`config.mk`:
```
export PLATFORM = sky130hd
export DESIGN_NAME = toggle_poller
export DESIGN_NICKNAME = d
export VERILOG_FILES = /design/src/rtl/toggle_poller_pkg.sv /design/src/rtl/tp_bus_master.sv /design/src/rtl/tp_toggle_eval.sv /design/src/rtl/tp_poll_limit.sv /design/src/rtl/toggle_poller.sv
export SDC_FILE = /design/constraint.sdc
export NUM_CORES = 1
export LEC_CHECK = 0
export CAP_MARGIN = 20
export CORE_ASPECT_RATIO = 0.5
export CORE_MARGIN = 8
export CORE_UTILIZATION = 45
export DETAILED_ROUTE_END_ITERATION = 16
export MAX_ROUTING_LAYER = met4
export PLACE_DENSITY = 0.88
export SYNTH_ARGS = -nofsm -noshare
export SYNTH_HDL_FRONTEND = slang
export SYNTH_SLANG_ARGS = --single-unit
```
`constraint.sdc`:
```
create_clock -name clk -period 3.1 [get_ports clk]
set_input_delay 0.62 -clock clk [delete_from_list [all_inputs] [get_ports clk]]
set_output_delay 0.62 -clock clk [all_outputs]
set_load 0.1 [all_outputs]
```
`src/rtl/toggle_poller_pkg.sv`:
```
package toggle_poller_pkg;

  typedef enum logic [2:0] {
    ST_IDLE,
    ST_RD_A,
    ST_RD_B,
    ST_EVAL,
    ST_WR_RST
  } tp_state_e;

  typedef struct packed {
    logic toggled;
    logic timeout_flag;
  } tp_verdict_t;

endpackage

```
`src/rtl/tp_bus_master.sv`:
```
module tp_bus_master #(
  parameter int AW = 19,
  parameter int DW = 8,
  parameter logic [DW-1:0] RESET_CMD = 'hF0
) (
  input  logic          clk,
  input  logic          rst,
  input  logic          load_addr,
  input  logic [AW-1:0] addr_in,
  input  logic          launch_rd,
  input  logic          launch_wr,
  input  logic          bus_ack,
  output logic          bus_req,
  output logic          bus_we,
  output logic [AW-1:0] bus_addr,
  output logic [DW-1:0] bus_wdata,
  output logic          xfer_ok
);

  assign xfer_ok = bus_req & bus_ack;

  always_ff @(posedge clk) begin
    if (rst) begin
      bus_req   <= 1'b0;
      bus_we    <= 1'b0;
      bus_addr  <= '0;
      bus_wdata <= '0;
    end else begin
      if (load_addr) begin
        bus_addr <= addr_in;
      end
      if (launch_wr) begin
        bus_req   <= 1'b1;
        bus_we    <= 1'b1;
        bus_wdata <= RESET_CMD;
      end else if (launch_rd) begin
        bus_req   <= 1'b1;
        bus_we    <= 1'b0;
        bus_wdata <= '0;
      end else if (bus_ack) begin
        bus_req <= 1'b0;
      end
    end
  end

endmodule

```
`src/rtl/tp_toggle_eval.sv`:
```
module tp_toggle_eval
  import toggle_poller_pkg::*;
#(
  parameter int DW         = 8,
  parameter int TOGGLE_BIT = 6,
  parameter int FAIL_BIT   = 5
) (
  input  logic          clk,
  input  logic          rst,
  input  logic          cap_a,
  input  logic          cap_b,
  input  logic [DW-1:0] rdata,
  output tp_verdict_t   verdict
);

  logic [DW-1:0] byte_a;
  logic [DW-1:0] byte_b;

  always_ff @(posedge clk) begin
    if (rst) begin
      byte_a <= '0;
      byte_b <= '0;
    end else begin
      if (cap_a) byte_a <= rdata;
      if (cap_b) byte_b <= rdata;
    end
  end

  always_comb begin
    verdict.toggled      = byte_a[TOGGLE_BIT] ^ byte_b[TOGGLE_BIT];
    verdict.timeout_flag = byte_b[FAIL_BIT];
  end

endmodule

```
`src/rtl/tp_poll_limit.sv`:
```
module tp_poll_limit #(
  parameter int MAX_POLLS = 256
) (
  input  logic clk,
  input  logic rst,
  input  logic clr,
  input  logic inc,
  output logic hit
);

  localparam int CW = $clog2(MAX_POLLS + 1);
  localparam logic [CW-1:0] LAST = CW'(MAX_POLLS - 1);

  logic [CW-1:0] cnt;

  always_ff @(posedge clk) begin
    if (rst || clr) begin
      cnt <= '0;
    end else if (inc && cnt != LAST) begin
      cnt <= cnt + 1'b1;
    end
  end

  assign hit = (cnt == LAST);

endmodule

```
`src/rtl/toggle_poller.sv`:
```
module toggle_poller
  import toggle_poller_pkg::*;
#(
  parameter int AW         = 19,
  parameter int DW         = 8,
  parameter int MAX_POLLS  = 256,
  parameter int TOGGLE_BIT = 6,
  parameter int FAIL_BIT   = 5,
  parameter logic [DW-1:0] RESET_CMD = 'hF0
) (
  input  logic          clk,
  input  logic          rst,
  input  logic          start,
  input  logic [AW-1:0] op_addr,
  output logic          bus_req,
  output logic          bus_we,
  output logic [AW-1:0] bus_addr,
  output logic [DW-1:0] bus_wdata,
  input  logic          bus_ack,
  input  logic [DW-1:0] bus_rdata,
  output logic          done,
  output logic          fail
);

  tp_state_e   state, state_nx;
  tp_verdict_t verdict;
  logic        recheck;
  logic        xfer_ok, limit_hit;
  logic        launch_rd, launch_wr, load_addr;
  logic        cap_a, cap_b, cnt_clr, cnt_inc;
  logic        done_set, fail_set, recheck_set;

  tp_bus_master #(.AW(AW), .DW(DW), .RESET_CMD(RESET_CMD)) u_bus (
    .clk(clk), .rst(rst), .load_addr(load_addr), .addr_in(op_addr),
    .launch_rd(launch_rd), .launch_wr(launch_wr), .bus_ack(bus_ack),
    .bus_req(bus_req), .bus_we(bus_we), .bus_addr(bus_addr),
    .bus_wdata(bus_wdata), .xfer_ok(xfer_ok)
  );

  tp_toggle_eval #(.DW(DW), .TOGGLE_BIT(TOGGLE_BIT), .FAIL_BIT(FAIL_BIT)) u_eval (
    .clk(clk), .rst(rst), .cap_a(cap_a), .cap_b(cap_b),
    .rdata(bus_rdata), .verdict(verdict)
  );

  tp_poll_limit #(.MAX_POLLS(MAX_POLLS)) u_limit (
    .clk(clk), .rst(rst), .clr(cnt_clr), .inc(cnt_inc), .hit(limit_hit)
  );

  always_comb begin
    state_nx    = state;
    launch_rd   = 1'b0;
    launch_wr   = 1'b0;
    load_addr   = 1'b0;
    cap_a       = 1'b0;
    cap_b       = 1'b0;
    cnt_clr     = 1'b0;
    cnt_inc     = 1'b0;
    done_set    = 1'b0;
    fail_set    = 1'b0;
    recheck_set = 1'b0;
    unique case (state)
      ST_IDLE: begin
        if (start) begin
          load_addr = 1'b1;
          launch_rd = 1'b1;
          cnt_clr   = 1'b1;
          state_nx  = ST_RD_A;
        end
      end
      ST_RD_A: begin
        if (xfer_ok) begin
          cap_a     = 1'b1;
          launch_rd = 1'b1;
          state_nx  = ST_RD_B;
        end
      end
      ST_RD_B: begin
        if (xfer_ok) begin
          cap_b    = 1'b1;
          state_nx = ST_EVAL;
        end
      end
      ST_EVAL: begin
        if (!verdict.toggled) begin
          done_set = 1'b1;
          state_nx = ST_IDLE;
        end else if (recheck || (!verdict.timeout_flag && limit_hit)) begin
          launch_wr = 1'b1;
          state_nx  = ST_WR_RST;
        end else if (verdict.timeout_flag) begin
          recheck_set = 1'b1;
          launch_rd   = 1'b1;
          state_nx    = ST_RD_A;
        end else begin
          cnt_inc   = 1'b1;
          launch_rd = 1'b1;
          state_nx  = ST_RD_A;
        end
      end
      ST_WR_RST: begin
        if (xfer_ok) begin
          fail_set = 1'b1;
          state_nx = ST_IDLE;
        end
      end
      default: state_nx = ST_IDLE;
    endcase
  end

  always_ff @(posedge clk) begin
    if (rst) begin
      state   <= ST_IDLE;
      recheck <= 1'b0;
      done    <= 1'b0;
      fail    <= 1'b0;
    end else begin
      state <= state_nx;
      done  <= done_set;
      if (state == ST_IDLE && start) begin
        recheck <= 1'b0;
        fail    <= 1'b0;
      end else begin
        if (recheck_set) recheck <= 1'b1;
        if (fail_set)    fail    <= 1'b1;
      end
    end
  end

endmodule

```
# --- Word level (Yosys, flattened, before mapping) ---
# Index checks and enable logic that the tools add are counted.
op_classes:
  add_sub_neg: 1
  eq_ne: 10
  mux: 35
  n_bitwise: 3
  n_reduce_logical: 12
op_table:
  columns: ["cell", "count"]
  rows:
  - ["2-to-1 mux 1 bit", 25]
  - ["2-to-1 mux 3 bit", 6]
  - ["2-to-1 mux 8 bit", 2]
  - ["one-hot mux 3 bit (5 select lines)", 1]
  - ["adder 9 x 1 -> 9 bit (second input constant)", 1]
  - ["== test 9 x 8 -> 1 bit (second input constant)", 1]
  - ["!= test 9 x 8 -> 1 bit (second input constant)", 1]
  - ["== test 3 x 2 -> 1 bit (second input constant)", 2]
  - ["!= test 2 x 1 -> 1 bit (second input constant)", 3]
  - ["AND reduction 4 bit", 1]
  - ["OR reduction 2 bit", 2]
  - ["== test 3 x 1 -> 1 bit (second input constant)", 1]
  - ["== test 3 bit (second input constant)", 1]
  - ["logical AND 1 bit", 3]
  - ["logical NOT 3 bit", 1]
  - ["one-hot mux 1 bit (3 select lines)", 1]
  - ["nonzero test 3 bit", 1]
  - ["logical OR 1 bit", 2]
  - ["!= test 2 bit (second input constant)", 1]
  - ["nonzero test 2 bit", 1]
  - ["AND 1 bit", 1]
  - ["logical NOT 1 bit", 1]
  - ["NOT 1 bit", 1]
  - ["bitwise XOR 1 bit", 1]
word_totals:
  reg_bits: 54
  in_bits: 31
  output_inout_bits: 31

# --- Depth between registers and ports, before layout ---
logic_depth:
  ltp_word: 8
  ltp_mapped: 9

# --- Modules after synthesis ---
# From an unflattened synthesis, not the netlist that was laid out.
hier_totals:
  cells_unflattened: 174
  hier_area_um2: 1687.9
modules_own_cells:
  columns: ["module", "n_inst", "cells_each", "area_each_um2"]
  rows:
  - ["tp_bus_master", 1, 79, 820.8]
  - ["tp_poll_limit", 1, 47, 416.6]
  - ["toggle_poller", 1, 37, 332.8]
  - ["tp_toggle_eval", 1, 11, 117.6]

# --- Worst setup path before layout ---
# No wires, ideal clock.
synth_path:
  kind: "register to register"
  from: "reg u_bus.bus_req"
  to: "reg u_eval.byte_b[5]"
  arrival_time_ns: 2.018
  required_ns: 2.972
  setup_slack_ns: 0.954
  path_stages_with_launch: 5
  path_cell_list: "dfxtp_1 -> nand2_1 -> nor4b_1 -> mux2i_1 -> nor2_1"
synth_between:
  elab_chain_cells: 3
synth_rtl:
  columns: ["element", "line", "rtl"]
  rows:
  - ["start: declaration", "tp_bus_master.sv:13", "output logic bus_req,"]
  - ["start signal: assignment", "tp_bus_master.sv:24", "bus_req <= 1'b0;"]
  - ["start signal: assignment", "tp_bus_master.sv:33", "bus_req <= 1'b1;"]
  - ["start signal: assignment", "tp_bus_master.sv:37", "bus_req <= 1'b1;"]
  - ["AND 1 bit", "tp_bus_master.sv:20", "assign xfer_ok = bus_req & bus_ack;"]
  - ["2-to-1 mux 1 bit", "toggle_poller.sv:78", "if (xfer_ok) begin"]
  - ["2-to-1 mux 1 bit", "toggle_poller.sv:61", "unique case (state)"]
  - ["end signal: assignment", "tp_toggle_eval.sv:25", "if (cap_b) byte_b <= rdata;"]
  - ["end: declaration", "tp_toggle_eval.sv:17", "logic [DW-1:0] byte_b;"]
# Every way passes these cells.
# A chain may end at the register's enable or synchronous reset.

# --- Worst setup path after layout ---
layout_path:
  from: "reg u_limit.cnt[3]"
  to: "reg u_limit.cnt[7]"
layout_between:
  elab_chain_cells: 7
  word_cells_on_any_way: 9
  cone_classes: "add/sub (1); eq/ne (2); mux (3); reduce/logical (3)"
layout_rtl:
  columns: ["element", "line", "rtl"]
  rows:
  - ["start: declaration", "tp_poll_limit.sv:14", "logic [CW-1:0] cnt;"]
  - ["start signal: assignment", "tp_poll_limit.sv:20", "cnt <= cnt + 1'b1;"]
  - ["== test 9 x 8 -> 1 bit", "tp_poll_limit.sv:24", "assign hit = (cnt == LAST);"]
  - ["logical AND 1 bit", "toggle_poller.sv:87", "end else if (recheck || (!verdict.timeout_flag && limit_hit)) begin"]
  - ["logical OR 1 bit", "toggle_poller.sv:87", null]
  - ["2-to-1 mux 1 bit", "toggle_poller.sv:87", null]
  - ["2-to-1 mux 1 bit", "toggle_poller.sv:84", "if (!verdict.toggled) begin"]
  - ["2-to-1 mux 1 bit", "toggle_poller.sv:61", null]
  - ["logical AND 1 bit", "tp_poll_limit.sv:19", "end else if (inc && cnt != LAST) begin"]
# Parallel ways exist; a longest one is shown, timed or not.

==> summary.md <==
| Metric | Value |
|---|---|
| Worst hold path type | `reg -> reg` |
| Layout Nets | `278` |
| Via density | `5.03` |
| Post-synthesis cell type with the largest combined area | `dfxtp_1` |
| Overflow after GRT | `0` |
| R2r setup slk | `1.01 ns` |
| Seq/Total Area, Yosys | `46.7%` |
| WL met3 | `107 um` |
| Fraction of layout cells with a size suffix above 1 | `18.0%` |
| FP Rows | `15` |
| Antenna fix cells | `0` |
| Placed insts | `289` |
| Setup violations, final | `0` |
| Internal power consumption | `0.826 mW` |
| Final hold viol count | `0` |
| Seq pwr share | `44.5%` |
| Total Wirelength | `4010 um` |
| Crit. End Element | `flip-flop` |
| Power per standard cell area | `546 nW/um^2` |
| Total GRT Usage | `13.7%` |
| Worst VDD drop | `0.233 mV` |
| MaxCap Viol Count | `0` |
| Worst EP required | `3.31 ns` |
| R2R cell count | `8` |
| Routed Antenna Nets | `0` |
| Worst-Margin Slew | `0.653 ns` |
| Worst Path Max Fanout | `14` |
| Clock Skews | `0.00726 ns` |
| Worst Slack Setup Final | `1.01 ns` |
| Core Region | `3490 um^2` |
| H-tree levels | `2` |
| Vias in the first global route | `1455` |
| Final period utilization | `67.4%` |
| Hold path startpoint | `u_bus.bus_addr[5]$_SDFFE_PP0P_` |
| DIE HEIGHT | `59.1 um` |
| Top layer in use | `met4` |
| Synth area leaders | `dfxtp_1 47%, nand2_1 9.9%, a21oi_1 9.6%` |
| Die area | `6040 um^2` |
| Slew headroom | `55.8%` |
| Met2 wire len | `2250 um` |
| Total CTS buffers | `5` |
| Unrepaired setup endpoints after global routing | `false` |
| Clock transition at path regs | `0.07 ns` |
| Worst r2r dst | `u_limit.cnt[7]$_SDFFE_PP0P_` |
| Area growth syn-to-layout | `31.7%` |
| Cells after Synth | `200` |
| CTS Buffer Depth | `2` |
| Clock Power Share | `33.1%` |
| Die Width | `102 um` |
| Placement Setup Slack | `0.786 ns` |
| Clock net sink count | `39` |
| Setup TNS Final | `0 ns` |
| P_sw | `0.375 mW` |
| DRC violations left | `0` |
| CTS tree | `done` |
| Postcts setup bufs | `0` |
| Min Clock Period, post-route | `2.09 ns` |
| Switch share | `31.2%` |
| Synth top area share | `46.7%` |
| Ports | `62` |
| Mapped cell area | `1670 um^2` |
| Multi-input logic area | `773 um^2` |
| WS Path Type | `reg -> reg` |
| Pleak | `0.846 nW` |
| DR vias | `1488` |
| WHS Path Cells | `2` |
| Post-DR wirelength/cell | `13.6 um` |
| CP Launch Type | `flip-flop` |
| Library cells used by synthesis | `36` |
| Initial antenna violation count | `0` |
| Fin cells | `296` |
| R2R Path Start | `u_limit.cnt[3]$_SDFFE_PP0P_` |
| Root Buffer | `clkbuf_8` |
| Critical Path AT | `2.30 ns` |
| GPL Wtd Cong | `0.751` |
| Post-DP HPWL | `2910 um` |
| Worst Hold End | `u_bus.bus_addr[5]$_SDFFE_PP0P_` |
| First-pass GRT wire length | `6440 um` |
| DRT iter0 DRCs | `62` |
| DRT Pass-1 Iters | `4` |
| M1 WL | `1590 um` |
| Starting Density | `47.9%` |
| IO buf count | `51` |
| Status | `finished, final reports clean` |
| Yosys warns | `0` |
| Logic gate share of total power | `22.4%` |
| Fillers | `301` |
| CTS Hold Buffers Added | `0` |
| Pin count of the biggest net entering global routing | `30` |
| Synthesis-stage register bit count | `39` |
| Fin. max-slew vios | `0` |
| Average cell area after synthesis | `8.36 um^2` |
| PostCTS Resize Cnt | `0` |
| Clk_lat worst skew | `0.28 ns` |
| FF/Latch Area | `781 um^2` |
| Max Fclk | `0.479 GHz` |
-- cells in the mapped netlist --
library cell	number
nand2_1	44
dfxtp_1	39
a21oi_1	32
nor2_1	12
buf_4	9
nand3_1	6
clkbuf_1	5
buf_2	3
mux2i_1	3
nand2b_1	3
o21ai_0	3
or3_1	3
xor2_1	3
a31oi_1	2
buf_6	2
ha_1	2
inv_1	2
nand4_1	2
nand4b_1	2
nor3_1	2
nor3b_1	2
nor4b_1	2
o31ai_1	2
or2_2	2
or4_1	2
a211oi_1	1
a221oi_1	1
and2_0	1
and3_1	1
and3b_2	1
buf_1	1
conb_1	1
nand3_4	1
nand3b_1	1
nor3_2	1
xor2_2	1
-- state kept, by name, summed over array words and instances (netlist names) --
name	cells
u_bus.bus_addr	19
u_limit.cnt	9
state	3
u_eval.byte_b	2
done	1
fail	1
recheck	1
u_bus.bus_req	1
u_bus.bus_wdata	1
u_eval.byte_a	1
-- layer usage --
metal / vias to the layer above / track usage, %
met1: 699 / 13.4
met3: 6 / 3.04
met4: 0 / 6.20
met5: - / -
met2: 27 / 26.0
li1: 756 / -
-- kinds of logic after synthesis --
group                      Yosys count  share of synthesized area, %
xor gates and xnor gates             4                          2.55
and+or+nand+nor                     88                          26.0
AOI/OAI and AO/OA                   41                          13.1
buffers and inverters               22                          8.08
muxes                                3                          1.80
adders and majority gates            2                          1.50
other                                1                         0.224
DFF                                 39                          46.7
-- worst max-delay path, cell delays in order, from the launching register on --
cell and delay, ns:
dfxtp_1 0.34, and3_1 0.19, nand3_1 0.13, nor2_1 0.07, ha_1 0.20, nor3_2 0.24
nand3_4 0.19, or4_1 0.50, a21oi_1 0.16
-- layout make-up --
type	count	area share, %
clock buffers	6	3.30
repair buffers	55	21.5
inverters	2	0.341
multi-input cells	142	35.1
flip-flops and latches	39	35.5
well taps	51	2.90
clock inverters	1	1.36
-- worst max-delay path by stage --
stage                                           start                             to  slack, ns  cells past startpoint
after floorplan            u_bus.bus_req$_SDFFE_PP0P_  u_eval.byte_b[5]$_SDFFE_PP0P_       0.95                      4
after global placement                        bus_ack  u_eval.byte_b[6]$_SDFFE_PP0P_       0.83                      5
after detailed placement                      bus_ack  u_eval.byte_b[5]$_SDFFE_PP0P_       0.79                      5
after CTS                 u_limit.cnt[0]$_SDFFE_PP0P_    u_limit.cnt[7]$_SDFFE_PP0P_       0.99                      8
after global routing                          bus_ack  u_eval.byte_b[6]$_SDFFE_PP0P_       0.86                      5
final                     u_limit.cnt[3]$_SDFFE_PP0P_    u_limit.cnt[7]$_SDFFE_PP0P_       1.01                      8
-- power groups by stage --
| stage | Sequential (mW) | Combinational, mW | Clock (mW) |
|---|---|---|---|
| finish | 0.535 | 0.269 | 0.397 |
| global route | 0.537 | 0.282 | 0.431 |
| CTS | 0.535 | 0.271 | 0.407 |
| detailed placement | 0.546 | 0.269 | 0 |
| global placement | 0.545 | 0.267 | 0 |
| floorplan | 0.667 | 0.0765 | 0 |
-- cells in the final DEF, fill, tap and decap left out, types with 2 or more instances in the layout --
master / n
or4_1: 2
inv_1: 2
nand2_1: 44
a31oi_1: 2
a21oi_1: 32
nand4_1: 2
clkdlybuf4s50_1: 24
conb_1: 4
nand2b_1: 3
mux2i_1: 3
nor3_1: 2
or2_2: 2
nand3_1: 6
o21ai_0: 3
nor2_1: 12
o31ai_1: 2
dfxtp_1: 39
buf_4: 31
or3_1: 3
clkbuf_8: 5
ha_1: 2
xor2_1: 3
nand4b_1: 2
nor3b_1: 2
-- through the flow --
stage	hold WS [ns]	util, %	instance area [um^2]	power, mW
after floorplan	0.432	-	1680	0.744
after global placement	0.443	60.1	2100	0.812
after detailed placement	0.450	60.1	2100	0.815
after CTS	0.462	63.0	2200	1.21
after global routing	0.483	63.0	2200	1.25
final	0.459	63.0	2200	1.20
No activity file was read; power rests on OpenSTA's default activity.
